File: src/rtl/dmx_rx_pkg.sv
package dmx_rx_pkg;

    typedef enum logic [2:0] {
        CS_HUNT,
        CS_IDLE,
        CS_START,
        CS_DATA,
        CS_STOP,
        CS_BRK,
        CS_BLOW,
        CS_MAB
    } cstate_e;

    typedef struct packed {
        logic       chr;
        logic       brk;
        logic       ferr;
        logic       maberr;
        logic [7:0] data;
    } rx_ev_t;

endpackage

File: src/rtl/dmx_line_sync.sv
module dmx_line_sync #(
    parameter int STAGES = 2
) (
    input  logic clk,
    input  logic rst_n,
    input  logic din,
    output logic dout
);
    logic [STAGES-1:0] sr_d, sr_q;

    always_comb begin
        sr_d = {sr_q[STAGES-2:0], din};
    end

    always_ff @(posedge clk or negedge rst_n) begin
        if (!rst_n) sr_q <= '1;
        else        sr_q <= sr_d;
    end

    assign dout = sr_q[STAGES-1];
endmodule

File: src/rtl/dmx_char_rx.sv
module dmx_char_rx
    import dmx_rx_pkg::*;
#(
    parameter int OSR         = 16,
    parameter int IDLE_TICKS  = 176,
    parameter int BREAK_TICKS = 352,
    parameter int MAB_TICKS   = 32
) (
    input  logic   clk,
    input  logic   rst_n,
    input  logic   en,
    input  logic   tick,
    input  logic   rx,
    input  logic   resync,
    output rx_ev_t ev
);
    localparam int HALF = OSR / 2;
    localparam int MAXA = (BREAK_TICKS > IDLE_TICKS) ? BREAK_TICKS : IDLE_TICKS;
    localparam int MAXT = (MAXA > MAB_TICKS) ? MAXA : MAB_TICKS;
    localparam int CW   = $clog2(MAXT + 1);

    typedef struct packed {
        cstate_e       st;
        logic [CW-1:0] cnt;
        logic [CW-1:0] lrun;
        logic [2:0]    bitn;
        logic [7:0]    sh;
        rx_ev_t        ev;
    } cst_t;

    cst_t q, n;
    logic brk_now;

    assign brk_now = !rx && (q.lrun >= CW'(BREAK_TICKS - 1));

    always_comb begin
        n    = q;
        n.ev = '0;
        if (tick) begin
            if (rx)                               n.lrun = '0;
            else if (q.lrun != CW'(BREAK_TICKS))  n.lrun = q.lrun + 1'b1;

            unique case (q.st)
                CS_HUNT: begin
                    if (brk_now) begin
                        n.ev.brk = 1'b1;
                        n.st     = CS_BLOW;
                    end else if (rx) begin
                        if (q.cnt == CW'(IDLE_TICKS - 1)) begin
                            n.st  = CS_IDLE;
                            n.cnt = '0;
                        end else begin
                            n.cnt = q.cnt + 1'b1;
                        end
                    end else begin
                        n.cnt = '0;
                    end
                end
                CS_IDLE: begin
                    if (!rx) begin
                        n.st  = CS_START;
                        n.cnt = '0;
                    end
                end
                CS_START: begin
                    if (q.cnt == CW'(HALF - 1)) begin
                        n.cnt  = '0;
                        n.bitn = '0;
                        n.st   = rx ? CS_IDLE : CS_DATA;
                    end else begin
                        n.cnt = q.cnt + 1'b1;
                    end
                end
                CS_DATA: begin
                    if (q.cnt == CW'(OSR - 1)) begin
                        n.cnt  = '0;
                        n.sh   = {rx, q.sh[7:1]};
                        n.bitn = q.bitn + 3'd1;
                        if (q.bitn == 3'd7) n.st = CS_STOP;
                    end else begin
                        n.cnt = q.cnt + 1'b1;
                    end
                end
                CS_STOP: begin
                    if (q.cnt == CW'(OSR - 1)) begin
                        n.cnt = '0;
                        if (rx) begin
                            n.ev.chr  = 1'b1;
                            n.ev.data = q.sh;
                            n.st      = CS_IDLE;
                        end else if (q.sh == 8'h00) begin
                            n.st = CS_BRK;
                        end else begin
                            n.ev.ferr = 1'b1;
                            n.st      = CS_HUNT;
                        end
                    end else begin
                        n.cnt = q.cnt + 1'b1;
                    end
                end
                CS_BRK: begin
                    if (rx) begin
                        n.ev.ferr = 1'b1;
                        n.st      = CS_HUNT;
                        n.cnt     = '0;
                    end else if (brk_now) begin
                        n.ev.brk = 1'b1;
                        n.st     = CS_BLOW;
                    end
                end
                CS_BLOW: begin
                    if (rx) begin
                        n.st  = CS_MAB;
                        n.cnt = CW'(1);
                    end
                end
                CS_MAB: begin
                    if (!rx) begin
                        n.ev.maberr = 1'b1;
                        n.st        = CS_HUNT;
                        n.cnt       = '0;
                    end else if (q.cnt == CW'(MAB_TICKS - 1)) begin
                        n.st  = CS_IDLE;
                        n.cnt = '0;
                    end else begin
                        n.cnt = q.cnt + 1'b1;
                    end
                end
                default: begin
                    n.st  = CS_HUNT;
                    n.cnt = '0;
                end
            endcase
        end
        if (!en || resync) begin
            n.st  = CS_HUNT;
            n.cnt = '0;
        end
        if (!en) n.ev = '0;
    end

    always_ff @(posedge clk or negedge rst_n) begin
        if (!rst_n) begin
            q      <= '0;
            q.st   <= CS_HUNT;
        end else begin
            q <= n;
        end
    end

    assign ev = q.ev;
endmodule

File: src/rtl/dmx_frame_ctl.sv
module dmx_frame_ctl
    import dmx_rx_pkg::*;
#(
    parameter int SLOTS = 512,
    parameter int AW    = 9
) (
    input  logic          clk,
    input  logic          rst_n,
    input  logic          en,
    input  logic          clear,
    input  rx_ev_t        ev,
    input  logic          slot_rdy,
    output logic          slot_we,
    output logic [AW-1:0] slot_addr,
    output logic [7:0]    slot_data,
    output logic [7:0]    start_code,
    output logic          frame_done,
    output logic          err_frm,
    output logic          err_ovr,
    output logic          err_pkt,
    output logic          resync
);
    localparam int PW = $clog2(SLOTS + 2);

    typedef struct packed {
        logic          synced;
        logic          drop;
        logic          done;
        logic          pending;
        logic [PW-1:0] ptr;
        logic [AW-1:0] addr;
        logic [7:0]    data;
        logic [7:0]    sc;
        logic          ferr;
        logic          oerr;
        logic          perr;
        logic          fdone;
        logic          resync;
    } fst_t;

    fst_t q, n;

    always_comb begin
        n        = q;
        n.fdone  = 1'b0;
        n.resync = 1'b0;
        if (q.pending && slot_rdy) n.pending = 1'b0;
        if (clear) begin
            n.ferr = 1'b0;
            n.oerr = 1'b0;
            n.perr = 1'b0;
        end
        if (!en) n.synced = 1'b0;

        if (ev.brk) begin
            if (q.ptr != '0 && !q.done) n.fdone = 1'b1;
            n.ptr    = '0;
            n.done   = 1'b0;
            n.drop   = 1'b0;
            n.synced = 1'b1;
        end
        if (ev.ferr) begin
            n.ferr = 1'b1;
            n.perr = 1'b1;
            n.drop = 1'b1;
        end
        if (ev.maberr) begin
            n.perr = 1'b1;
            n.drop = 1'b1;
        end
        if (ev.chr) begin
            if (q.pending && !slot_rdy) begin
                n.oerr   = 1'b1;
                n.perr   = 1'b1;
                n.drop   = 1'b1;
                n.resync = 1'b1;
            end else if (q.synced && !q.drop) begin
                if (q.ptr == '0) begin
                    n.sc  = ev.data;
                    n.ptr = PW'(1);
                end else if (q.ptr <= PW'(SLOTS)) begin
                    n.pending = 1'b1;
                    n.addr    = AW'(q.ptr - PW'(1));
                    n.data    = ev.data;
                    n.ptr     = q.ptr + PW'(1);
                    if (q.ptr == PW'(SLOTS)) begin
                        n.fdone = 1'b1;
                        n.done  = 1'b1;
                    end
                end
            end
        end
    end

    always_ff @(posedge clk or negedge rst_n) begin
        if (!rst_n) q <= '0;
        else        q <= n;
    end

    assign slot_we    = q.pending;
    assign slot_addr  = q.addr;
    assign slot_data  = q.data;
    assign start_code = q.sc;
    assign frame_done = q.fdone;
    assign err_frm    = q.ferr;
    assign err_ovr    = q.oerr;
    assign err_pkt    = q.perr;
    assign resync     = q.resync;
endmodule

File: src/rtl/dmx_rx.sv
module dmx_rx
    import dmx_rx_pkg::*;
#(
    parameter int SLOTS       = 512,
    parameter int OSR         = 16,
    parameter int IDLE_TICKS  = 176,
    parameter int BREAK_TICKS = 352,
    parameter int MAB_TICKS   = 32,
    parameter int SYNC_STAGES = 2
) (
    input  logic                                   clk,
    input  logic                                   rst_n,
    input  logic                                   en,
    input  logic                                   os_tick,
    input  logic                                   rx_in,
    input  logic                                   clear,
    input  logic                                   slot_rdy,
    output logic                                   slot_we,
    output logic [((SLOTS > 1) ? $clog2(SLOTS) : 1)-1:0] slot_addr,
    output logic [7:0]                             slot_data,
    output logic [7:0]                             start_code,
    output logic                                   frame_done,
    output logic                                   err_frm,
    output logic                                   err_ovr,
    output logic                                   err_pkt
);
    localparam int AW = (SLOTS > 1) ? $clog2(SLOTS) : 1;

    logic   rx_s;
    logic   resync;
    rx_ev_t ev;

    dmx_line_sync #(.STAGES(SYNC_STAGES)) u_sync (
        .clk   (clk),
        .rst_n (rst_n),
        .din   (rx_in),
        .dout  (rx_s)
    );

    dmx_char_rx #(
        .OSR         (OSR),
        .IDLE_TICKS  (IDLE_TICKS),
        .BREAK_TICKS (BREAK_TICKS),
        .MAB_TICKS   (MAB_TICKS)
    ) u_char (
        .clk    (clk),
        .rst_n  (rst_n),
        .en     (en),
        .tick   (os_tick),
        .rx     (rx_s),
        .resync (resync),
        .ev     (ev)
    );

    dmx_frame_ctl #(.SLOTS(SLOTS), .AW(AW)) u_frame (
        .clk        (clk),
        .rst_n      (rst_n),
        .en         (en),
        .clear      (clear),
        .ev         (ev),
        .slot_rdy   (slot_rdy),
        .slot_we    (slot_we),
        .slot_addr  (slot_addr),
        .slot_data  (slot_data),
        .start_code (start_code),
        .frame_done (frame_done),
        .err_frm    (err_frm),
        .err_ovr    (err_ovr),
        .err_pkt    (err_pkt),
        .resync     (resync)
    );
endmodule

File: config.mk
export PLATFORM = sky130hd
export DESIGN_NAME = dmx_rx
export DESIGN_NICKNAME = d
export VERILOG_FILES = /design/src/rtl/dmx_rx_pkg.sv /design/src/rtl/dmx_line_sync.sv /design/src/rtl/dmx_char_rx.sv /design/src/rtl/dmx_frame_ctl.sv /design/src/rtl/dmx_rx.sv
export SDC_FILE = /design/constraint.sdc
export NUM_CORES = 1
export LEC_CHECK = 0
export ABC_AREA = 1
export BUFFER_PORTS_ARGS = -buffer_cell sky130_fd_sc_hd__buf_2
export CAP_MARGIN = 20
export CELL_PAD_IN_SITES_DETAIL_PLACEMENT = 0
export CELL_PAD_IN_SITES_GLOBAL_PLACEMENT = 1
export CORE_ASPECT_RATIO = 0.8
export CORE_MARGIN = 4
export CORE_UTILIZATION = 45
export DETAILED_ROUTE_END_ITERATION = 7
export GPL_ROUTABILITY_DRIVEN = 1
export PLACE_DENSITY_LB_ADDON = 0.1
export SETUP_SLACK_MARGIN = 0.05
export SLEW_MARGIN = 15
export SYNTH_ARGS = -nofsm -noshare
export SYNTH_HDL_FRONTEND = slang
export SYNTH_SLANG_ARGS = --single-unit
File: constraint.sdc
create_clock -name clk -period 2 [get_ports clk]
set_input_delay 0.2 -clock clk [delete_from_list [all_inputs] [get_ports clk]]
set_output_delay 0.2 -clock clk [all_outputs]
set_load 0.05 [all_outputs]
==> run summary <==
Clk pwr share - 44.8%
DIE AREA - 12540 um^2
Critical Path Fanout Max - 34
HP Class - in -> reg
Flop pwr share - 51.6%
Ant. Diodes - 0
CP required - 2.22 ns
CTS Buffer Depth - 2
power per cell area - 664.9 nW/um^2
CP Launch Type - flip-flop
CP max-delay cell - dfrtp_1
TritonCTS clock tree - built
Synth-to-Final Area Change - 10.81%
routability cong. - 0.8925
CTS Buf Count - 9
Mapped Cells - 598
initial antenna violation count - 0
Synth top area share - 45.31%
Pleak - 2.706 nW
Yosys reg bits - 90
CTS H-tree lvls - 3
internal power - 0.002733 W
maximum clock frequency - 553.6 MHz
Worst EP arrival - 2.03 ns
post-DR wirelength/cell - 12.78 um
Sink Count - 90
Final min period - 1.806 ns
Detailed Route WL - 9806 um
IO buf count - 36
core area - 10410 um^2
RSZ-0062 raised after global routing - no
Worst Max-Slew Pin Slew - 0.5692 ns
Finished Cell Area - 5385 um^2
Post-synth EDFFs - 0
count leader, synth - nand2_1
DR iter-0 viols - 304
maxcap violations - 0
Die Wd - 124.2 um
nets@finish - 636
ANT nets after route - 0
syn nets - 612
Max rail drop VDD - 0.4540 mV
Die Ht - 101.0 um
I/O pin count - 37
combinational share of power - 3.6%
worst-skew pair later-pin latency - 0.34 ns
synthesized area per cell - 8.127 um^2
Final Setup Violations - 0
vias in the first global route - 3632
Final TNS setup - 0 ns
cells along the critical path - inv_1, ha_2, nand2_2, nor2_4, nand2_4, nand2_4, inv_4, nor2_8, nand3_4, buf_12, nand2_1, o21ai_2
crit path kind - reg -> reg
most used cell, CP - nand2_4
CP peak stage delay - 0.41 ns
grt ovf - 0
DR vias/cell - 4.821
FP Rows - 33
Slew Viols, Final - 0
GRT Total Usage - 17.51%
NetSw - 0.0008477 W
reg-to-reg setup timing slack - 0.19 ns
first-pass GRT wire length - 17330 um
number of fillers in the final layout - 1069
Seq/Total Area, Yosys - 46.40%
sw frac - 23.68%
CP endpoint kind - flip-flop
Initial Utilization - 46.71%
fin crit share - 90.31%
hold_ws - 0.07900 ns
status - completed
Post-synth top flop - dfrtp_1
Reg clk slew, reported paths - 0.07 ns
Final Skew - 0.005844 ns
CTS root buf - clkbuf_16
Synth cell types - 41
Ys Warns - 0
Setup Buffers After CTS - 0
Slew HR - 62.05%
largest net degree at the start of global routing - 44
Residual DRC - 0
drt pass-1 iters - 5
ys async rst share - 100.0%
endpoints failing hold - 0
Yosys top cell by area - dfrtp_1
top cells by area, synth - dfrtp_1 45%, nand2_1 11%, inv_1 5.9%
Netlist Area Pre-Place - 4860 um^2
placed cell areas - 5061 um^2
layout cells sized above 1 - 19.14%
commonest cells in the netlist - 143 x nand2_1, 88 x dfrtp_1, 77 x inv_1
Vias - 3698
HPWL Detailed - 7193 um
-- routing by layer --
| layer | GRT usage, % | share of wire (%) | up-vias | routed length, um |
|---|---|---|---|---|
| met5 | 0 | 0 | - | 0 |
| met4 | 4.966 | 0.96 | 0 | 94 |
| met3 | 4.602 | 5.0 | 7 | 495 |
| met2 | 26.66 | 44 | 78 | 4293 |
| met1 | 24.69 | 50 | 1701 | 4922 |
| li1 | - | - | 1912 | - |
-- critical path, delay by kind of cell (launching register included) --
kind            cells  cell delay (ns)
flops               1             0.41
fa+ha+maj           1             0.21
simple gates        7             0.66
buf+inv             3             0.33
compound gates      1             0.06
-- metrics by stage --
step / setup WS (ns) / total power (W) / utilization [%] / cells
3_3_place_gp: 0.1197 / 0.002011 / 48.64 / 749
3_5_place_dp: 0.08531 / 0.002011 / 48.64 / 749
4_1_cts: 0.06367 / 0.003650 / 51.60 / 767
6_report: 0.1938 / 0.003581 / 51.76 / 767
5_1_grt: 0.05146 / 0.003759 / 51.76 / 767
2_1_floorplan: 0.2745 / 0.001936 / - / 598
-- placed cells by master, fill, tap and decap left out, drive strengths merged --
master and instances:
dfstp 2, nand4 11, inv 84, o22ai 1, nand2 152, buf 52, o31ai 5, o21a 1
o211ai 2, dfrtp 88, a21oi 2, o21ai 55, o32ai 1, clkinv 4, o211a 1, nor2 66
xnor2 2, nand3 43, nor3 17, ha 7, or2 1, a211oi 1, dlygate4sd3 2, o21bai 1
or3 1, clkinvlp 2, clkbuf 9, xor2 14
-- cells by family after synthesis --
family                     count (synthesis)  share of synthesized area (%)
and+or+nand+nor                          291                          27.01
buffers and inverters                    124                          12.67
DFF                                       90                          46.40
AOI/OAI and AO/OA                         70                          9.243
xor gates and xnor gates                  16                          2.884
adders and majority gates                  7                          1.802
-- what timing repair did --
item,4_1_cts,5_1_grt
endpoints found under the hold margin,39,0
gates resized for setup,0,6
endpoints found under the setup margin,0,38
hold buffers,2,0
-- final cells by class --
type / count / area [um^2] / area share [%]
repair buffers: 54 / 347.8 / 6.459
well taps: 140 / 175.2 / 3.253
flip-flops and latches: 90 / 2256 / 41.89
clock inverters: 7 / 62.56 / 1.162
inverters: 83 / 314.1 / 5.832
clock buffers: 9 / 225.2 / 4.182
multi-input cells: 384 / 2004 / 37.22
-- sequential cells by signal (all words and copies together) (netlist names) --
register / count
u_char.q: 32
u_frame.q: 13
u_char.ev: 12
u_frame.slot_addr: 9
u_frame.slot_data: 8
u_frame.start_code: 8
u_sync.sr_q: 2
u_frame.err_frm: 1
u_frame.err_ovr: 1
u_frame.err_pkt: 1
u_frame.frame_done: 1
u_frame.resync: 1
u_frame.slot_we: 1
-- power by group through the flow --
stage          sequential, W  combinational (W)  clock, W
2_1_floorplan        0.00188          0.0000593         0
3_3_place_gp         0.00188           0.000130         0
3_5_place_dp         0.00188           0.000130         0
4_1_cts              0.00185           0.000134   0.00167
5_1_grt              0.00185           0.000153   0.00176
6_report             0.00185           0.000130   0.00160
-- worst paths after layout --
kind	startpoint	endpoint	cells after the start
setup / recovery	u_frame.q[31]	u_frame.slot_data[3]	12
hold / removal	clear	u_frame.err_frm	2
setup reg to reg	u_frame.q[31]	u_frame.slot_data[3]	12
hold reg to reg	u_sync.sr_q[0]	u_sync.sr_q[1]	0
max in group asynchronous	rst_n	u_char.ev[8]	3
min in group asynchronous	rst_n	u_frame.start_code[0]	2
Note: power is estimated with default switching activity, not from simulation.
